$ cat config.mk
export PLATFORM = sky130hd
export DESIGN_NAME = sync_timing_analyzer
export DESIGN_NICKNAME = d
export VERILOG_FILES = /design/src/rtl/sta_pkg.sv /design/src/rtl/sta_sync.sv /design/src/rtl/sta_meter.sv /design/src/rtl/sta_field.sv /design/src/rtl/sta_irq.sv /design/src/rtl/sync_timing_analyzer.sv
export SDC_FILE = /design/constraint.sdc
export NUM_CORES = 1
export LEC_CHECK = 0
export BUFFER_PORTS_ARGS = -buffer_cell sky130_fd_sc_hd__buf_2
export CAP_MARGIN = 20
export CORE_MARGIN = 2
export CORE_UTILIZATION = 35
export DETAILED_ROUTE_END_ITERATION = 8
export MAX_ROUTING_LAYER = met4
export SYNTH_ARGS = -nofsm -noshare
export SYNTH_HDL_FRONTEND = slang
export SYNTH_SLANG_ARGS = --single-unit
$ cat constraint.sdc
create_clock -name clk -period 5.8 [get_ports clk]
set_input_delay 0.58 -clock clk [delete_from_list [all_inputs] [get_ports clk]]
set_output_delay 0.58 -clock clk [all_outputs]
set_load 0.005 [all_outputs]
$ cat src/rtl/sta_pkg.sv
package sta_pkg;
  typedef enum logic {POL_HIGH = 1'b0, POL_LOW = 1'b1} sync_pol_e;
endpackage

$ cat src/rtl/sta_sync.sv
module sta_sync #(
  parameter int W      = 2,
  parameter int STAGES = 2
) (
  input  logic         clk,
  input  logic         rst,
  input  logic [W-1:0] d,
  output logic [W-1:0] q
);
  logic [W-1:0] st [STAGES];

  always_ff @(posedge clk) begin
    if (rst) st[0] <= '0;
    else     st[0] <= d;
  end

  generate
    for (genvar i = 1; i < STAGES; i++) begin : g_stage
      always_ff @(posedge clk) begin
        if (rst) st[i] <= '0;
        else     st[i] <= st[i-1];
      end
    end
  endgenerate

  assign q = st[STAGES-1];
endmodule

$ cat src/rtl/sta_meter.sv
module sta_meter
  import sta_pkg::*;
#(
  parameter int CW = 12
) (
  input  logic          clk,
  input  logic          rst,
  input  logic          lvl,
  input  logic          tick,
  output logic          norm,
  output logic          act_low,
  output logic [CW-1:0] period,
  output logic [CW-1:0] width,
  output logic          lost,
  output logic          upd
);
  localparam logic [CW-1:0] CMAX = {CW{1'b1}};

  logic          prev, had_fall;
  logic [CW-1:0] cnt, hi_len;
  logic [CW:0]   sum;
  sync_pol_e     pol_next;

  always_comb begin
    sum      = {1'b0, hi_len} + {1'b0, cnt};
    pol_next = (cnt < hi_len) ? POL_LOW : POL_HIGH;
  end

  always_ff @(posedge clk) begin
    if (rst) begin
      prev <= 1'b0; had_fall <= 1'b0; cnt <= '0; hi_len <= '0;
      norm <= 1'b0; act_low <= 1'b0; period <= '0; width <= '0;
      lost <= 1'b0; upd <= 1'b0;
    end else begin
      upd  <= 1'b0;
      norm <= lvl ^ act_low;
      if (tick) begin
        prev <= lvl;
        if (lvl == prev) begin
          if (cnt != CMAX) cnt <= cnt + 1'b1;
          else             lost <= 1'b1;
        end else begin
          cnt  <= {{(CW-1){1'b0}}, 1'b1};
          lost <= 1'b0;
          if (!lvl) begin
            hi_len   <= cnt;
            had_fall <= 1'b1;
          end else if (had_fall) begin
            period  <= sum[CW] ? CMAX : sum[CW-1:0];
            act_low <= (pol_next == POL_LOW);
            width   <= (pol_next == POL_LOW) ? cnt : hi_len;
            upd     <= 1'b1;
          end
        end
      end
    end
  end


  width_le_period_chk: assert property (@(posedge clk) disable iff (rst)
    width <= period);


  lost_after_sat_chk: assert property (@(posedge clk) disable iff (rst)
    $rose(lost) |-> $past(cnt) == CMAX);


  upd_clears_lost_chk: assert property (@(posedge clk) disable iff (rst)
    upd |-> !lost);
endmodule

$ cat src/rtl/sta_field.sv
module sta_field #(
  parameter int CW = 12
) (
  input  logic          clk,
  input  logic          rst,
  input  logic          hs_rise,
  input  logic          vs_rise,
  input  logic [CW-1:0] hs_period,
  output logic          field_odd
);
  localparam logic [CW-1:0] PMAX = {CW{1'b1}};

  logic [CW-1:0] hpos;

  always_ff @(posedge clk) begin
    if (rst) begin
      hpos      <= '0;
      field_odd <= 1'b0;
    end else begin
      if (hs_rise)           hpos <= '0;
      else if (hpos != PMAX) hpos <= hpos + 1'b1;
      if (vs_rise) field_odd <= (hpos < (hs_period >> 1));
    end
  end


  field_hold_chk: assert property (@(posedge clk) disable iff (rst)
    !vs_rise |=> $stable(field_odd));
endmodule

$ cat src/rtl/sta_irq.sv
module sta_irq #(
  parameter int HW = 12,
  parameter int VW = 11,
  parameter int TW = 8
) (
  input  logic          clk,
  input  logic          rst,
  input  logic [TW-1:0] tol,
  input  logic          hs_upd,
  input  logic [HW-1:0] hs_period,
  input  logic          vs_upd,
  input  logic [VW-1:0] vs_period,
  input  logic          hs_lost,
  input  logic          vs_lost,
  output logic          irq
);
  logic [HW-1:0] hs_ref;
  logic [VW-1:0] vs_ref;
  logic          hs_lost_d, vs_lost_d;
  logic [31:0]   hd, vd, tl;
  logic          hs_hit, vs_hit;

  always_comb begin
    tl     = 32'(tol);
    hd     = (hs_period >= hs_ref) ? 32'(hs_period - hs_ref) : 32'(hs_ref - hs_period);
    vd     = (vs_period >= vs_ref) ? 32'(vs_period - vs_ref) : 32'(vs_ref - vs_period);
    hs_hit = hs_upd && (hd > tl);
    vs_hit = vs_upd && (vd > tl);
  end

  always_ff @(posedge clk) begin
    if (rst) begin
      hs_ref <= '0; vs_ref <= '0;
      hs_lost_d <= 1'b0; vs_lost_d <= 1'b0;
      irq <= 1'b0;
    end else begin
      hs_lost_d <= hs_lost;
      vs_lost_d <= vs_lost;
      if (hs_upd) hs_ref <= hs_period;
      if (vs_upd) vs_ref <= vs_period;
      irq <= hs_hit || vs_hit || (hs_lost && !hs_lost_d) || (vs_lost && !vs_lost_d);
    end
  end


  irq_cause_chk: assert property (@(posedge clk) disable iff (rst)
    irq |-> $past(hs_upd || vs_upd || hs_lost || vs_lost));
endmodule

$ cat src/rtl/sync_timing_analyzer.sv
module sync_timing_analyzer #(
  parameter int HS_W  = 12,
  parameter int VS_W  = 11,
  parameter int TOL_W = 8,
  parameter int SYNC_STAGES = 2
) (
  input  logic             clk,
  input  logic             rst,
  input  logic             hsync_in,
  input  logic             vsync_in,
  input  logic [TOL_W-1:0] tol,
  output logic             hs_out,
  output logic             vs_out,
  output logic             hs_act_low,
  output logic             vs_act_low,
  output logic [HS_W-1:0]  hs_period,
  output logic [HS_W-1:0]  hs_width,
  output logic [VS_W-1:0]  vs_period,
  output logic [VS_W-1:0]  vs_width,
  output logic             hs_lost,
  output logic             vs_lost,
  output logic             field_odd,
  output logic             irq
);
  logic [1:0] raw_s;
  logic       hs_lvl, vs_lvl, hs_d, vs_d, hs_rise, vs_rise, hs_upd, vs_upd;

  sta_sync #(.W(2), .STAGES(SYNC_STAGES)) u_sync (
    .clk(clk), .rst(rst), .d({vsync_in, hsync_in}), .q(raw_s));

  assign hs_lvl = raw_s[0];
  assign vs_lvl = raw_s[1];

  always_ff @(posedge clk) begin
    if (rst) begin hs_d <= 1'b0; vs_d <= 1'b0; end
    else     begin hs_d <= hs_out; vs_d <= vs_out; end
  end

  assign hs_rise = hs_out & ~hs_d;
  assign vs_rise = vs_out & ~vs_d;

  sta_meter #(.CW(HS_W)) u_hs (
    .clk(clk), .rst(rst), .lvl(hs_lvl), .tick(1'b1), .norm(hs_out),
    .act_low(hs_act_low), .period(hs_period), .width(hs_width),
    .lost(hs_lost), .upd(hs_upd));

  sta_meter #(.CW(VS_W)) u_vs (
    .clk(clk), .rst(rst), .lvl(vs_lvl), .tick(hs_rise), .norm(vs_out),
    .act_low(vs_act_low), .period(vs_period), .width(vs_width),
    .lost(vs_lost), .upd(vs_upd));

  sta_field #(.CW(HS_W)) u_field (
    .clk(clk), .rst(rst), .hs_rise(hs_rise), .vs_rise(vs_rise),
    .hs_period(hs_period), .field_odd(field_odd));

  sta_irq #(.HW(HS_W), .VW(VS_W), .TW(TOL_W)) u_irq (
    .clk(clk), .rst(rst), .tol(tol), .hs_upd(hs_upd), .hs_period(hs_period),
    .vs_upd(vs_upd), .vs_period(vs_period), .hs_lost(hs_lost),
    .vs_lost(vs_lost), .irq(irq));


  hs_norm_stable_chk: assert property (@(posedge clk) disable iff (rst)
    ($stable(hs_lvl) && $stable(hs_act_low)) |=> $stable(hs_out));
endmodule

Word level (Yosys, flattened, before mapping)
Memories as Yosys holds them, arrays and structs flattened. Index checks and enable logic that the tools add are counted.

$add $sub $neg: 9. Bitwise operators: 13. Order comparisons: 7. Reductions and logical operators: 19. Eq/ne operators: 8. Muxes and demuxes: 21.

Operators by type and width (number): > comparator 32 x 8 -> 1 bit (2); 2-to-1 mux 32 bit (2); 2-to-1 mux 11 bit (4); subtractor 12 x 12 -> 13 bit (2); adder 12 x 1 -> 12 bit (second input constant) (2); 2-to-1 mux 12 bit (2); inequality test 12 bit (second input constant) (2); subtractor 11 x 11 -> 12 bit (2); adder 12 x 12 -> 13 bit (1); adder 11 x 11 -> 12 bit (1); greater-or-equal comparator 12 bit (1); less-than comparator 12 x 11 -> 1 bit (1); less-than comparator 12 bit (1); adder 11 x 1 -> 11 bit (second input constant) (1); greater-or-equal comparator 11 bit (1); less-than comparator 11 bit (1); 2-to-1 mux 1 bit (11); inequality test 11 bit (second input constant) (1); inverter 1 bit (7); inequality test 2 bit (second input constant) (3); AND reduction 2 bit (3); AND reduction 3 bit (2); logical AND 1 bit (4); 2-to-1 mux 2 bit (2); 10 further kinds (18).

Memories: 1. Register bits after elaboration: 145. Bits in writable memories: 4. Output and inout port bits: 54. Bits of input ports: 12.

Memories: u_sync.st (words 2, bits a word 2, read ports 2, clocked after memory_dff 0, write ports 2, RTL line sta_sync.sv:10) `logic [W-1:0] st [STAGES];`.

Depth between registers and ports, before layout
Gate-level depths: netlist of the first run.

Depth after elaboration: 7. Depth in mapped cells: 23. Depth with buffers taken out: 21.

By module
A second synthesis of the first run with hierarchy kept.

Cell total of the unflattened synthesis: 1246. Area, all modules: 10435.0 um2.

By module, submodules not included: sta_irq (sequential area each 520.5 um2, instances 1, area an instance 3638.5 um2, cells each 460); sta_meter at u_hs (sequential area each 1081.0 um2, instances 1, area an instance 2962.8 um2, cells each 345); sta_meter at u_vs (sequential area each 1001.0 um2, instances 1, area an instance 2775.2 um2, cells each 325); sta_field (sequential area each 260.2 um2, instances 1, area an instance 879.6 um2, cells each 101); sta_sync (sequential area each 80.1 um2, instances 1, area an instance 105.1 um2, cells each 8); sync_timing_analyzer (sequential area each 40.0 um2, instances 1, area an instance 73.8 um2, cells each 7).

Least setup slack after synthesis of the first run
No wires, ideal clock.

Path kind: register to register. Start: register u_hs.period[5]. End: register u_irq.irq. Stages on the path, launching flop included: 23. Period minus slack after synthesis: 4467 ps. Arrival: 4340 ps. Library setup time: 127 ps. Slack: 1333 ps. Cells stage by stage: dfxtp_1 -> inv_1 -> ha_1 -> buf_6 -> a21o_1 -> a21oi_2 -> nand3_1 -> a21o_1 -> a31oi_1 -> a31o_2 -> mux2_1 -> nand3_1 -> xnor2_1 -> ha_1 -> and3_1 -> a221oi_1 -> nor2_1 -> a2111oi_2 -> a21oi_1 -> or4_1 -> nor3_2 -> and3_1 -> o32ai_1.

Word-level cells in the longest chain between the ends: 7. Elaborated cells between the ends (all ways): 9. Those cells by class: 2 x add/sub; 2 x order compare; 1 x mux; 4 x reduce/logical.

Ends and longest elaborated chain: start: declaration (RTL line sta_meter.sv:12) `output logic [CW-1:0] period,`; start signal: assignment (RTL line sta_meter.sv:49) `period <= sum[CW] ? CMAX : sum[CW-1:0];`; subtractor 12 x 12 -> 13 bit / greater-or-equal comparator 12 bit (equally long branches) (RTL line sta_irq.sv:25) `hd = (hs_period >= hs_ref) ? 32'(hs_period - hs_ref) : 32'(hs_ref - hs_period);`; 2-to-1 mux 32 bit * (RTL line sta_irq.sv:25); > comparator 32 x 8 -> 1 bit * (RTL line sta_irq.sv:27) `hs_hit = hs_upd && (hd > tl);`; logical AND 1 bit * (RTL line sta_irq.sv:27); logical OR 1 bit * (3 in a row) (RTL line sta_irq.sv:41) `irq <= hs_hit || vs_hit || (hs_lost && !hs_lost_d) || (vs_lost && !vs_lost_d);`; end signal: assignment (RTL line sta_irq.sv:41); end: declaration (RTL line sta_irq.sv:15) `output logic irq`.

Every way passes the cells marked *; elsewhere a longest branch is shown, timed or not. A chain may end at the register's enable or synchronous reset.

Worst setup path after layout of the first run
Start: register u_hs.period[2]. End: register u_irq.irq.

The elaborated chain is that of the path after synthesis.

==> run_summary.xml, run 1 <==
<?xml version="1.0" encoding="UTF-8"?>
<metrics>
  <group name="yosys">
    <metric name="synth.lib_cells_used.distinct" unit="">75</metric>
    <metric name="synthDominantAreaCellType" unit="">sky130_fd_sc_hd__dfxtp_1</metric>
    <metric name="netlist_instances" unit="">1197</metric>
    <metric name="asyncSetResetFlopFracSynth" unit="">0</metric>
    <metric name="synthesis.yosys.warnings" unit="">0</metric>
    <metric name="synth_edf_count" unit="">0</metric>
    <metric name="synth_largest_type_area_fraction" unit="">0.3017</metric>
    <metric name="postSynthRegisterBits" unit="">149</metric>
    <metric name="synth_fp_nets" unit="">1338</metric>
    <metric name="synth_area_leaders" unit="">sky130_fd_sc_hd__dfxtp_1, sky130_fd_sc_hd__ha_1, sky130_fd_sc_hd__mux2i_1</metric>
    <metric name="synth-main-ff-cell" unit="">sky130_fd_sc_hd__dfxtp_1</metric>
    <metric name="netlist_area" unit="sq mm">0.009886</metric>
    <metric name="syn_avg_cell_area" unit="sq um">8.259</metric>
    <metric name="synth.yosys.seq_area_share" unit="">0.3017</metric>
  </group>
  <group name="finish">
    <metric name="layout_common_cells" unit="">sky130_fd_sc_hd__dfxtp_1, sky130_fd_sc_hd__nor2_1, sky130_fd_sc_hd__ha_1</metric>
    <metric name="layout.cell_area.non_filler" unit="sq mm">0.01107</metric>
    <metric name="drive_gt1_frac" unit="">0.09244</metric>
    <metric name="multi_input_comb_area" unit="sq mm">0.006223</metric>
    <metric name="fill_cells" unit="">2891</metric>
    <metric name="finish.cell_count_without_fillers" unit="">1622</metric>
    <metric name="layout_commonest_cell" unit="">sky130_fd_sc_hd__dfxtp_1</metric>
    <metric name="syn_to_final_growth" unit="%">11.99</metric>
    <metric name="final-seq-area" unit="sq mm">0.002983</metric>
    <metric name="diodes" unit="">0</metric>
    <metric name="final_nets" unit="">1373</metric>
  </group>
  <group name="cts">
    <metric name="cts.htree.levels" unit="">4</metric>
    <metric name="cts-buffers-inserted" unit="">17</metric>
    <metric name="cts-root-to-sink-buffers" unit="">2</metric>
    <metric name="postCtsSetupBuffers" unit="">0</metric>
    <metric name="cts.hold.buffers_added" unit="">0</metric>
    <metric name="clock-root-buffer" unit="">sky130_fd_sc_hd__clkbuf_16</metric>
    <metric name="worst_setup_hold_path_clk_slew" unit="ps">70</metric>
    <metric name="cts-resized-gates" unit="">0</metric>
    <metric name="cts.sink_count" unit="">149</metric>
    <metric name="clock_tree_from_tritoncts" unit="">built</metric>
    <metric name="insertion_delay" unit="ps">430</metric>
  </group>
  <group name="worst_hold_path">
    <metric name="hold_depth" unit="">2</metric>
    <metric name="whs_endpoint" unit="">u_sync.st[0][1]$_SDFF_PP0_</metric>
    <metric name="min_path_type" unit="">in -&gt; reg</metric>
    <metric name="min_from" unit="">vsync_in</metric>
  </group>
  <group name="power">
    <metric name="power.ir.vdd_worst" unit="uV">213.6</metric>
    <metric name="report.power.total" unit="mW">2.260</metric>
    <metric name="p_per_area" unit="mW/mm^2">204.1</metric>
    <metric name="static_leak" unit="nW">4.683</metric>
  </group>
  <group name="drt">
    <metric name="routed_wirelength" unit="microns">24090</metric>
    <metric name="drt-initial-drc-count" unit="">466</metric>
    <metric name="postRouteAntennaNets" unit="">0</metric>
    <metric name="remaining_drc_errors" unit="">0</metric>
    <metric name="route.vias.total" unit="">8243</metric>
    <metric name="post_drt_wl_per_cell" unit="microns">14.85</metric>
    <metric name="vias_per_cell" unit="">5.082</metric>
    <metric name="dr.pass1.iters" unit="">5</metric>
  </group>
  <group name="global_route">
    <metric name="grt_antenna_before_repair" unit="">0</metric>
    <metric name="grt_util_all_layers" unit="">0.1692</metric>
    <metric name="grt_max_degree" unit="">62</metric>
    <metric name="grt_overflow_total" unit="">0</metric>
    <metric name="first_pass_grt_wire_length" unit="microns">38920</metric>
    <metric name="grt_pass1_vias" unit="">7631</metric>
  </group>
  <group name="die">
    <metric name="initial_core_utilization" unit="">0.3558</metric>
    <metric name="dieArea" unit="sq mm">0.02960</metric>
    <metric name="die_height" unit="microns">172.1</metric>
    <metric name="floorplan.die.width" unit="microns">172.1</metric>
    <metric name="std_cell_rows" unit="">61</metric>
    <metric name="fp.coreArea" unit="sq mm">0.02778</metric>
    <metric name="ios" unit="">66</metric>
  </group>
  <group name="setup_path">
    <metric name="ff2ff_path_depth" unit="">21</metric>
    <metric name="critical_path.max_fanout" unit="">14</metric>
    <metric name="end_of_the_worst_register_to_register_path" unit="">u_irq.irq$_SDFF_PP0_</metric>
    <metric name="cp.required" unit="ps">6090</metric>
    <metric name="r2r-start" unit="">u_hs.period[2]$_SDFFE_PP0P_</metric>
    <metric name="crit_path_arrival_time" unit="ps">5300</metric>
    <metric name="reg2reg_slack" unit="ps">790</metric>
    <metric name="critPathLaunchType" unit="">register</metric>
    <metric name="path_class" unit="">reg -&gt; reg</metric>
    <metric name="worst_setup_path_end_kind" unit="">register</metric>
  </group>
  <group name="timing">
    <metric name="worst_max_slew_margin_expressed_relative_to_the_limit" unit="">0.3754</metric>
    <metric name="setup_repair_after_global_routing_missed_its_margin" unit="">false</metric>
    <metric name="setup_violations" unit="">0</metric>
    <metric name="finalMaxSlewViolations" unit="">0</metric>
    <metric name="fin_tns_setup" unit="ps">0</metric>
    <metric name="skew_final" unit="ps">12.60</metric>
    <metric name="layout_setup_ws" unit="ps">791.6</metric>
    <metric name="max_slew.worst_pin.slew" unit="ps">930.6</metric>
    <metric name="final.period_utilization" unit="">0.8635</metric>
    <metric name="timing.fmax" unit="GHz">0.1997</metric>
    <metric name="fin_crit" unit="ps">5008</metric>
    <metric name="finalHoldViolations" unit="">0</metric>
  </group>
  <group name="placed_design">
    <metric name="pre_cts_ws" unit="ps">821.9</metric>
    <metric name="place.port_buffers" unit="">65</metric>
    <metric name="finalWeightedCongestion" unit="">0.8663</metric>
    <metric name="dpl.hpwl" unit="microns">18330</metric>
    <metric name="place.detailed.instances" unit="">1591</metric>
    <metric name="post_dp_cell_area" unit="sq mm">0.01047</metric>
  </group>
  <group name="run">
    <metric name="max-cap-violations" unit="">0</metric>
  </group>
  <group name="outcome">
    <metric name="status" unit="">complete, no violations</metric>
  </group>
</metrics>
## critical path: stages (launching register included)
cell and delay (ps):
sky130_fd_sc_hd__dfxtp_1 400, sky130_fd_sc_hd__inv_1 90, sky130_fd_sc_hd__ha_1 420, sky130_fd_sc_hd__a21oi_1 220, sky130_fd_sc_hd__a211o_1 160, sky130_fd_sc_hd__nand3_1 100, sky130_fd_sc_hd__a21o_1 210, sky130_fd_sc_hd__a31oi_1 230
sky130_fd_sc_hd__a31o_2 410, sky130_fd_sc_hd__mux2_1 350, sky130_fd_sc_hd__nand3_1 80, sky130_fd_sc_hd__xnor2_1 120, sky130_fd_sc_hd__ha_1 250, sky130_fd_sc_hd__and3_1 200, sky130_fd_sc_hd__a221oi_1 300, sky130_fd_sc_hd__nor2_1 80
sky130_fd_sc_hd__a2111oi_2 280, sky130_fd_sc_hd__a21oi_1 100, sky130_fd_sc_hd__or4_1 540, sky130_fd_sc_hd__nor3_2 100, sky130_fd_sc_hd__and3_1 160, sky130_fd_sc_hd__o32ai_1 80
## power breakdown
part           switching [mW]  internal, mW
Sequential             0.0102          1.03
Combinational          0.0567        0.0353
Clock                   0.440         0.687
## logic make-up (layout without fill, tap and decap cells)
logic type	Yosys count	in the layout	share of synthesized area
buffers and inverters	170	217	0.06872
AO/OA/AOI/OAI	287	287	0.1901
multiplexers	58	58	0.05923
XOR/XNOR	54	54	0.04784
flip-flops	149	149	0.3017
AND/OR/NAND/NOR	350	350	0.1645
adder cells (fa/ha/maj)	129	129	0.1678
## cell usage after synthesis (all sizes together) (5+ instances only)
cell	instances
ha	123
clkbuf	27
dfxtp	149
nor2	140
a211oi	6
a2111oi	6
nand3b	5
and2	5
and3	7
or3	7
inv	118
a221oi	16
xnor2	35
nand2	80
o21bai	11
xor2	19
a21o	15
o21ai	58
fa	6
a21oi	105
o21a	6
nor3	17
a22oi	12
buf	25
o221a	12
mux2i	54
nor2b	22
a31oi	9
nand4	12
nand2b	8
nand3	27
## state kept, by name, summed over array words and instances, names as in the netlist, 4 cells and up
register and cells:
u_vs.hi_len 11, u_sync.st 4, u_hs.width 12, u_vs.cnt 11, u_vs.width 11, u_hs.period 12, u_irq.hs_ref 12, u_vs.period 11
u_hs.cnt 12, u_irq.vs_ref 11, u_field.hpos 12, u_hs.hi_len 12
## stage by stage
stage / hold slack [ps] / util
after CTS: 348.0 / 0.3985
after global routing: 353.7 / 0.3985
after detailed placement: 431.1 / 0.3770
final: 359.8 / 0.3985
after floorplan: 413.8 / -
after global placement: 417.8 / 0.3770
## worst max-delay path by stage
stage,slack [ps],depth (start not counted),start,to
2_1_floorplan,1330,22,u_hs.period[5]$_SDFFE_PP0P_,u_irq.irq$_SDFF_PP0_
3_3_place_gp,930,21,u_hs.period[5]$_SDFFE_PP0P_,u_irq.irq$_SDFF_PP0_
3_5_place_dp,820,21,u_hs.period[5]$_SDFFE_PP0P_,u_irq.irq$_SDFF_PP0_
4_1_cts,810,21,u_hs.period[5]$_SDFFE_PP0P_,u_irq.irq$_SDFF_PP0_
5_1_grt,490,21,u_hs.period[5]$_SDFFE_PP0P_,u_irq.irq$_SDFF_PP0_
6_report,790,21,u_hs.period[2]$_SDFFE_PP0P_,u_irq.irq$_SDFF_PP0_
## metal layers
| layer | track usage | share of wire | vias up |
|---|---|---|---|
| met5 | - | 0 | - |
| met1 | 0.2276 | 0.51 | 3837 |
| li1 | - | - | 4242 |
| met3 | 0.02518 | 0.032 | 16 |
| met2 | 0.2659 | 0.45 | 148 |
| met4 | 0.04494 | 0.0098 | 0 |
## layout make-up
type,instances,area share
Multi-Input combinational cell,878,0.5622
Sequential cell,149,0.2694
Tap cell,378,0.04272
Clock buffer,20,0.04035
Inverter,118,0.04001
Timing Repair Buffer,68,0.03165
Clock inverter,11,0.01368
No activity file was read; power rests on OpenSTA's default activity.
==> run 2: changes to the inputs <==
--- a/config.mk
+++ b/config.mk
@@ -7,10 +7,13 @@
 export LEC_CHECK = 0
 export BUFFER_PORTS_ARGS = -buffer_cell sky130_fd_sc_hd__buf_2
 export CAP_MARGIN = 20
+export CELL_PAD_IN_SITES_DETAIL_PLACEMENT = 1
+export CELL_PAD_IN_SITES_GLOBAL_PLACEMENT = 2
 export CORE_MARGIN = 2
 export CORE_UTILIZATION = 35
 export DETAILED_ROUTE_END_ITERATION = 8
 export MAX_ROUTING_LAYER = met4
+export PLACE_DENSITY_LB_ADDON = 0.1
 export SYNTH_ARGS = -nofsm -noshare
 export SYNTH_HDL_FRONTEND = slang
 export SYNTH_SLANG_ARGS = --single-unit
==> run 2 against run 1 <==
Setup slack worse by 100 ps. Final cell count unchanged. Count of clock-buffer cells in the layout fell by 3. Wire length rose by 16%. Clock power rose by 7%. Flip-flop and latch count is the same. Largest cell class unchanged. Hold slack worse by 2.6 ps. Non-clock buffer count shrank 1.
==> run_summary.xml, run 2 (synthesized netlist as in run 1, its figures left out) <==
<?xml version="1.0" encoding="UTF-8"?>
<metrics>
  <group name="timing">
    <metric name="fin_tns_setup" unit="ps">0</metric>
    <metric name="timing.hold.ws" unit="ps">357.3</metric>
    <metric name="worst_max_slew_margin_expressed_relative_to_the_limit" unit="">0.3289</metric>
    <metric name="fin_crit" unit="ps">5113</metric>
    <metric name="setup_violations" unit="">0</metric>
    <metric name="finalHoldViolations" unit="">0</metric>
    <metric name="final.period_utilization" unit="">0.8815</metric>
    <metric name="max_slew.worst_pin.slew" unit="ps">999.9</metric>
    <metric name="timing.fmax" unit="GHz">0.1956</metric>
    <metric name="layout_setup_ws" unit="ps">687.2</metric>
    <metric name="finalMaxSlewViolations" unit="">0</metric>
    <metric name="skew_final" unit="ps">23.17</metric>
    <metric name="setup_repair_after_global_routing_missed_its_margin" unit="">false</metric>
  </group>
  <group name="die">
    <metric name="std_cell_rows" unit="">61</metric>
    <metric name="ios" unit="">66</metric>
    <metric name="initial_core_utilization" unit="">0.3558</metric>
    <metric name="floorplan.die.width" unit="microns">172.1</metric>
    <metric name="fp.coreArea" unit="sq mm">0.02778</metric>
    <metric name="die_height" unit="microns">172.1</metric>
    <metric name="dieArea" unit="sq mm">0.02960</metric>
  </group>
  <group name="drt">
    <metric name="remaining_drc_errors" unit="">0</metric>
    <metric name="drt-initial-drc-count" unit="">383</metric>
    <metric name="route.vias.total" unit="">8314</metric>
    <metric name="routed_wirelength" unit="microns">28010</metric>
    <metric name="postRouteAntennaNets" unit="">0</metric>
    <metric name="post_drt_wl_per_cell" unit="microns">17.27</metric>
    <metric name="top_signal_layer_used" unit="">met4</metric>
    <metric name="dr.pass1.iters" unit="">4</metric>
    <metric name="detailroute.wirelength.met3" unit="microns">719</metric>
    <metric name="wirelength_met1" unit="microns">14700</metric>
    <metric name="wire_length_on_met2" unit="microns">12240</metric>
    <metric name="vias_per_cell" unit="">5.126</metric>
  </group>
  <group name="global_route">
    <metric name="grt_util_all_layers" unit="">0.2002</metric>
    <metric name="grt_max_degree" unit="">53</metric>
    <metric name="grt_overflow_total" unit="">0</metric>
    <metric name="grt_pass1_vias" unit="">8425</metric>
    <metric name="grt_antenna_before_repair" unit="">0</metric>
    <metric name="first_pass_grt_wire_length" unit="microns">45500</metric>
  </group>
  <group name="finish">
    <metric name="layout.cell_area.non_filler" unit="sq mm">0.01111</metric>
    <metric name="syn_to_final_growth" unit="%">12.40</metric>
    <metric name="layout_common_cells" unit="">sky130_fd_sc_hd__dfxtp_1, sky130_fd_sc_hd__nor2_1, sky130_fd_sc_hd__ha_1</metric>
    <metric name="drive_gt1_frac" unit="">0.09405</metric>
    <metric name="layout_commonest_cell" unit="">sky130_fd_sc_hd__dfxtp_1</metric>
    <metric name="finish.cell_count_without_fillers" unit="">1622</metric>
    <metric name="diodes" unit="">0</metric>
    <metric name="post-route-util" unit="">0.4000</metric>
    <metric name="final_nets" unit="">1372</metric>
  </group>
  <group name="cts">
    <metric name="cts-buffers-inserted" unit="">17</metric>
    <metric name="postCtsSetupBuffers" unit="">0</metric>
    <metric name="worst_setup_hold_path_clk_slew" unit="ps">70</metric>
    <metric name="cts-root-to-sink-buffers" unit="">2</metric>
    <metric name="cts-resized-gates" unit="">0</metric>
    <metric name="cts.hold.buffers_added" unit="">0</metric>
    <metric name="clock_tree_from_tritoncts" unit="">built</metric>
    <metric name="cts.sink_count" unit="">149</metric>
    <metric name="insertion_delay" unit="ps">440</metric>
    <metric name="clock-root-buffer" unit="">sky130_fd_sc_hd__clkbuf_16</metric>
    <metric name="cts.htree.levels" unit="">4</metric>
  </group>
  <group name="setup_path">
    <metric name="crit_family" unit="">simple AND/OR/NAND/NOR gates</metric>
    <metric name="critical_path.cell_chain" unit="">inv_1, ha_1, nand4_1, nor4_1, a21oi_1, nand2_1, o21ai_0, a31o_2, mux2_1, nand3_1, xnor2_1, ha_1, and3_1, a221oi_1, nor2_1, a2111oi_2, a21oi_1, or4_1, nor3_2, and3_1, o32ai_1</metric>
    <metric name="critical-path-max-stage-delay" unit="ps">560</metric>
    <metric name="timing.critical_path.buf_inv" unit="">1</metric>
    <metric name="path_class" unit="">reg -&gt; reg</metric>
    <metric name="ff2ff_path_depth" unit="">21</metric>
    <metric name="crit_cells" unit="">21</metric>
    <metric name="critical-path-slowest-cell" unit="">sky130_fd_sc_hd__ha_1</metric>
    <metric name="critPathLaunchType" unit="">register</metric>
    <metric name="critical_path.max_fanout" unit="">14</metric>
    <metric name="worst_setup_path_end_kind" unit="">register</metric>
    <metric name="crit_path_arrival_time" unit="ps">5410</metric>
    <metric name="cp.required" unit="ps">6090</metric>
  </group>
  <group name="power">
    <metric name="p_per_area" unit="mW/mm^2">211.6</metric>
    <metric name="report.power.total" unit="mW">2.351</metric>
    <metric name="static_leak" unit="nW">4.708</metric>
    <metric name="power.ir.vdd_worst" unit="uV">123.2</metric>
  </group>
  <group name="worst_hold_path">
    <metric name="hold_depth" unit="">2</metric>
    <metric name="min_path_type" unit="">in -&gt; reg</metric>
  </group>
  <group name="run">
    <metric name="max-cap-violations" unit="">0</metric>
  </group>
  <group name="placed_design">
    <metric name="place.port_buffers" unit="">65</metric>
    <metric name="finalWeightedCongestion" unit="">0.8006</metric>
    <metric name="place.detailed.instances" unit="">1590</metric>
    <metric name="dpl.hpwl" unit="microns">21290</metric>
    <metric name="post_dp_cell_area" unit="sq mm">0.01048</metric>
    <metric name="pre_cts_ws" unit="ps">705.7</metric>
  </group>
  <group name="outcome">
    <metric name="status" unit="">complete, no violations</metric>
  </group>
</metrics>
[run 2: cell count changes in the layout (fill, tap and decap cells not counted)]
cell,change
sky130_fd_sc_hd__clkinv_2,-1
sky130_fd_sc_hd__clkbuf_8,-1
sky130_fd_sc_hd__buf_4,-1
sky130_fd_sc_hd__clkinv_8,+1
sky130_fd_sc_hd__a2111oi_2,-1
sky130_fd_sc_hd__a2111oi_4,+1
sky130_fd_sc_hd__clkbuf_1,-2
sky130_fd_sc_hd__inv_8,+3
sky130_fd_sc_hd__clkinvlp_4,-3
sky130_fd_sc_hd__inv_6,+4
[run 2: layout make-up]
cell class | instances | area, sq um
Multi-Input combinational cell | 878 | 6236
Inverter | 118 | 442.9
Sequential cell | 149 | 2983
Fill cell | 3364 | 16670
Tap cell | 378 | 473.0
Timing Repair Buffer | 67 | 342.8
Clock inverter | 15 | 209.0
Clock buffer | 17 | 425.4
[run 2: worst reg2reg max path: stages, from the launching register on]
cell and delay (ps):
sky130_fd_sc_hd__dfxtp_1 390, sky130_fd_sc_hd__inv_1 110, sky130_fd_sc_hd__ha_1 560, sky130_fd_sc_hd__nand4_1 240
sky130_fd_sc_hd__nor4_1 370, sky130_fd_sc_hd__a21oi_1 140, sky130_fd_sc_hd__nand2_1 70, sky130_fd_sc_hd__o21ai_0 70
sky130_fd_sc_hd__a31o_2 350, sky130_fd_sc_hd__mux2_1 350, sky130_fd_sc_hd__nand3_1 90, sky130_fd_sc_hd__xnor2_1 130
sky130_fd_sc_hd__ha_1 260, sky130_fd_sc_hd__and3_1 200, sky130_fd_sc_hd__a221oi_1 280, sky130_fd_sc_hd__nor2_1 90
sky130_fd_sc_hd__a2111oi_2 310, sky130_fd_sc_hd__a21oi_1 100, sky130_fd_sc_hd__or4_1 540, sky130_fd_sc_hd__nor3_2 100
sky130_fd_sc_hd__and3_1 160, sky130_fd_sc_hd__o32ai_1 70
[run 2: final timing paths]
path / slack (ps) / end / start
worst min-delay path: 360 / u_sync.st[0][1]$_SDFF_PP0_ / vsync_in
worst min register to register: 450 / u_sync.st[1][0]$_SDFF_PP0_ / u_sync.st[0][0]$_SDFF_PP0_
worst max register to register: 690 / u_irq.irq$_SDFF_PP0_ / u_hs.period[10]$_SDFFE_PP0P_
worst max-delay path: 690 / u_irq.irq$_SDFF_PP0_ / u_hs.period[10]$_SDFFE_PP0P_
[run 2: layer usage]
| layer | global-route usage | up-vias |
|---|---|---|
| met5 | - | - |
| met4 | 0.04786 | 0 |
| met3 | 0.02426 | 22 |
| met2 | 0.3036 | 87 |
| met1 | 0.2839 | 3986 |
| li1 | - | 4219 |
[run 2: power by group]
group	internal, mW	leakage [nW]	switching (mW)
clock	0.698	0.308	0.516
sequential	1.03	1.20	0.0112
combinational	0.0355	3.20	0.0602
total	1.76	4.71	0.588
==> run 3: changes to the inputs <==
--- a/config.mk
+++ b/config.mk
@@ -5,7 +5,7 @@
 export SDC_FILE = /design/constraint.sdc
 export NUM_CORES = 1
 export LEC_CHECK = 0
-export BUFFER_PORTS_ARGS = -buffer_cell sky130_fd_sc_hd__buf_2
+export BUFFER_PORTS_ARGS = -buffer_cell sky130_fd_sc_hd__buf_4
 export CAP_MARGIN = 20
 export CELL_PAD_IN_SITES_DETAIL_PLACEMENT = 1
 export CELL_PAD_IN_SITES_GLOBAL_PLACEMENT = 2
@@ -17,3 +17,4 @@
 export SYNTH_ARGS = -nofsm -noshare
 export SYNTH_HDL_FRONTEND = slang
 export SYNTH_SLANG_ARGS = --single-unit
+export TNS_END_PERCENT = 100
==> run 3 against run 2 <==
Wire length down 1.0%. First-iteration DRC count shrank 11%. Core utilization up 0.41 points. Register-to-register slack better by 50 ps. Sequential share of layout area decreased by 0.27 points. Non-clock buffer count unchanged. Sequential power about the same. Critical endpoint unchanged. Highest routed layer unchanged.
==> run_summary.xml, run 3 (synthesized netlist as in run 1, its figures left out) <==
<?xml version="1.0" encoding="UTF-8"?>
<metrics>
  <group name="cts">
    <metric name="insertion_delay" unit="ps">430</metric>
    <metric name="cts.hold.buffers_added" unit="">0</metric>
    <metric name="cts-root-to-sink-buffers" unit="">2</metric>
    <metric name="clock_tree_from_tritoncts" unit="">built</metric>
    <metric name="clock-root-buffer" unit="">sky130_fd_sc_hd__clkbuf_16</metric>
    <metric name="cts-resized-gates" unit="">0</metric>
    <metric name="cts.htree.levels" unit="">4</metric>
    <metric name="worst_setup_hold_path_clk_slew" unit="ps">70</metric>
    <metric name="cts-buffers-inserted" unit="">17</metric>
    <metric name="postCtsSetupBuffers" unit="">0</metric>
    <metric name="cts.sink_count" unit="">149</metric>
  </group>
  <group name="global_route">
    <metric name="grt_pass1_vias" unit="">8290</metric>
    <metric name="grt_overflow_total" unit="">0</metric>
    <metric name="grt_util_all_layers" unit="">0.1983</metric>
    <metric name="first_pass_grt_wire_length" unit="microns">45010</metric>
    <metric name="grt_antenna_before_repair" unit="">0</metric>
    <metric name="grt_max_degree" unit="">61</metric>
  </group>
  <group name="setup_path">
    <metric name="critical_path.max_fanout" unit="">14</metric>
    <metric name="crit_family" unit="">compound AO/OA/AOI/OAI gates</metric>
    <metric name="cp.required" unit="ps">6090</metric>
    <metric name="critical-path-slowest-cell" unit="">sky130_fd_sc_hd__or4_1</metric>
    <metric name="timing.critical_path.buf_inv" unit="">1</metric>
    <metric name="path_class" unit="">reg -&gt; reg</metric>
    <metric name="critical_path.cell_chain" unit="">inv_1, ha_1, a21o_1, a21oi_2, nand3_1, a21o_1, a31oi_1, a31o_2, mux2_1, nand3_1, xnor2_1, ha_1, and3_1, a221oi_1, nor2_1, a2111oi_2, a21oi_1, or4_1, nor3_2, and3_1, o32ai_1</metric>
    <metric name="reg2reg_slack" unit="ps">740</metric>
    <metric name="critPathLaunchType" unit="">register</metric>
    <metric name="crit_path_arrival_time" unit="ps">5350</metric>
    <metric name="worst_setup_path_end_kind" unit="">register</metric>
    <metric name="critical-path-max-stage-delay" unit="ps">540</metric>
  </group>
  <group name="timing">
    <metric name="setup_violations" unit="">0</metric>
    <metric name="fin_crit" unit="ps">5064</metric>
    <metric name="worst_max_slew_margin_expressed_relative_to_the_limit" unit="">0.3613</metric>
    <metric name="finalHoldViolations" unit="">0</metric>
    <metric name="finalMaxSlewViolations" unit="">0</metric>
    <metric name="timing.fmax" unit="GHz">0.1975</metric>
    <metric name="setup_repair_after_global_routing_missed_its_margin" unit="">false</metric>
    <metric name="layout_setup_ws" unit="ps">736.0</metric>
    <metric name="fin_tns_setup" unit="ps">0</metric>
    <metric name="timing.hold.ws" unit="ps">362.2</metric>
    <metric name="skew_final" unit="ps">12.51</metric>
    <metric name="max_slew.worst_pin.slew" unit="ps">956.7</metric>
    <metric name="final.period_utilization" unit="">0.8731</metric>
  </group>
  <group name="finish">
    <metric name="fill_cells" unit="">3366</metric>
    <metric name="layout_commonest_cell" unit="">sky130_fd_sc_hd__dfxtp_1</metric>
    <metric name="diodes" unit="">0</metric>
    <metric name="post-route-util" unit="">0.4041</metric>
    <metric name="syn_to_final_growth" unit="%">13.56</metric>
    <metric name="finish.cell_count_without_fillers" unit="">1622</metric>
    <metric name="final_nets" unit="">1372</metric>
    <metric name="layout_common_cells" unit="">sky130_fd_sc_hd__dfxtp_1, sky130_fd_sc_hd__nor2_1, sky130_fd_sc_hd__ha_1</metric>
    <metric name="layout.cell_area.non_filler" unit="sq mm">0.01123</metric>
    <metric name="drive_gt1_frac" unit="">0.09405</metric>
  </group>
  <group name="outcome">
    <metric name="status" unit="">complete, no violations</metric>
  </group>
  <group name="power">
    <metric name="p_per_area" unit="mW/mm^2">201.8</metric>
    <metric name="power_frac_clock" unit="">0.498</metric>
    <metric name="static_leak" unit="nW">4.681</metric>
    <metric name="switching_share" unit="">0.2423</metric>
    <metric name="internal_power" unit="mW">1.717</metric>
    <metric name="part_of_the_total_power_dissipated_in_combinational_logic" unit="">0.043</metric>
    <metric name="p_seq_frac" unit="">0.459</metric>
    <metric name="power.ir.vdd_worst" unit="uV">146.1</metric>
    <metric name="report.power.total" unit="mW">2.266</metric>
    <metric name="switching_component_of_the_power" unit="mW">0.5490</metric>
  </group>
  <group name="placed_design">
    <metric name="place.port_buffers" unit="">65</metric>
    <metric name="post_dp_cell_area" unit="sq mm">0.01064</metric>
    <metric name="place.detailed.instances" unit="">1590</metric>
    <metric name="dpl.hpwl" unit="microns">21270</metric>
    <metric name="pre_cts_ws" unit="ps">711.1</metric>
    <metric name="finalWeightedCongestion" unit="">0.8184</metric>
  </group>
  <group name="drt">
    <metric name="post_drt_wl_per_cell" unit="microns">17.09</metric>
    <metric name="drt-initial-drc-count" unit="">340</metric>
    <metric name="vias_per_cell" unit="">5.075</metric>
    <metric name="routed_wirelength" unit="microns">27720</metric>
    <metric name="postRouteAntennaNets" unit="">0</metric>
    <metric name="dr.pass1.iters" unit="">4</metric>
    <metric name="route.vias.total" unit="">8231</metric>
    <metric name="remaining_drc_errors" unit="">0</metric>
  </group>
  <group name="die">
    <metric name="floorplan.die.width" unit="microns">172.1</metric>
    <metric name="die_height" unit="microns">172.1</metric>
    <metric name="fp.coreArea" unit="sq mm">0.02778</metric>
    <metric name="std_cell_rows" unit="">61</metric>
    <metric name="ios" unit="">66</metric>
    <metric name="dieArea" unit="sq mm">0.02960</metric>
    <metric name="initial_core_utilization" unit="">0.3558</metric>
  </group>
  <group name="run">
    <metric name="max-cap-violations" unit="">0</metric>
  </group>
  <group name="worst_hold_path">
    <metric name="min_path_type" unit="">in -&gt; reg</metric>
  </group>
</metrics>
## run 3: changes by cell type in the layout (fill, tap and decap cells not counted)
| cell | before | now |
|---|---|---|
| sky130_fd_sc_hd__clkinv_8 | 1 | 0 |
| sky130_fd_sc_hd__buf_4 | 3 | 67 |
| sky130_fd_sc_hd__clkinv_2 | 0 | 3 |
| sky130_fd_sc_hd__buf_2 | 64 | 0 |
| sky130_fd_sc_hd__clkinv_4 | 2 | 0 |
| sky130_fd_sc_hd__bufinv_16 | 3 | 2 |
| sky130_fd_sc_hd__clkbuf_8 | 0 | 1 |
| sky130_fd_sc_hd__clkinvlp_4 | 1 | 4 |
| sky130_fd_sc_hd__inv_8 | 3 | 0 |
## run 3: final cells by class
cell class | count | area (sq um) | area share
Inverter | 118 | 442.9 | 0.03946
Clock inverter | 14 | 148.9 | 0.01326
Multi-Input combinational cell | 878 | 6236 | 0.5555
Timing Repair Buffer | 67 | 503.0 | 0.04481
Sequential cell | 149 | 2983 | 0.2657
Tap cell | 378 | 473.0 | 0.04213
Clock buffer | 18 | 439.2 | 0.03912
## run 3: worst paths after layout
path | start | cells past startpoint | endpoint
max reg2reg | u_hs.period[5]$_SDFFE_PP0P_ | 21 | u_irq.irq$_SDFF_PP0_
min reg2reg | u_sync.st[0][1]$_SDFF_PP0_ | 1 | u_sync.st[1][1]$_SDFF_PP0_
min | hsync_in | 2 | u_sync.st[0][0]$_SDFF_PP0_
max | u_hs.period[5]$_SDFFE_PP0P_ | 21 | u_irq.irq$_SDFF_PP0_
## run 3: power by group through the flow
| stage | combinational [mW] | clock, mW | sequential (mW) |
|---|---|---|---|
| 3_3_place_gp | 0.0987 | 0 | 1.06 |
| 6_report | 0.0977 | 1.13 | 1.04 |
| 3_5_place_dp | 0.0997 | 0 | 1.06 |
| 5_1_grt | 0.110 | 1.20 | 1.04 |
| 2_1_floorplan | 0.0671 | 0 | 1.06 |
| 4_1_cts | 0.100 | 1.15 | 1.04 |
## run 3: routing by layer
metal  vias up  wire length, microns  track usage  part of all wire
li1       4208                     -            -                 -
met5         -                     0            -                 0
met1      3933                 14790       0.2818              0.53
met3        12                   723      0.03090             0.026
met2        78                 11930       0.2967              0.43
met4         0                   279      0.04311             0.010
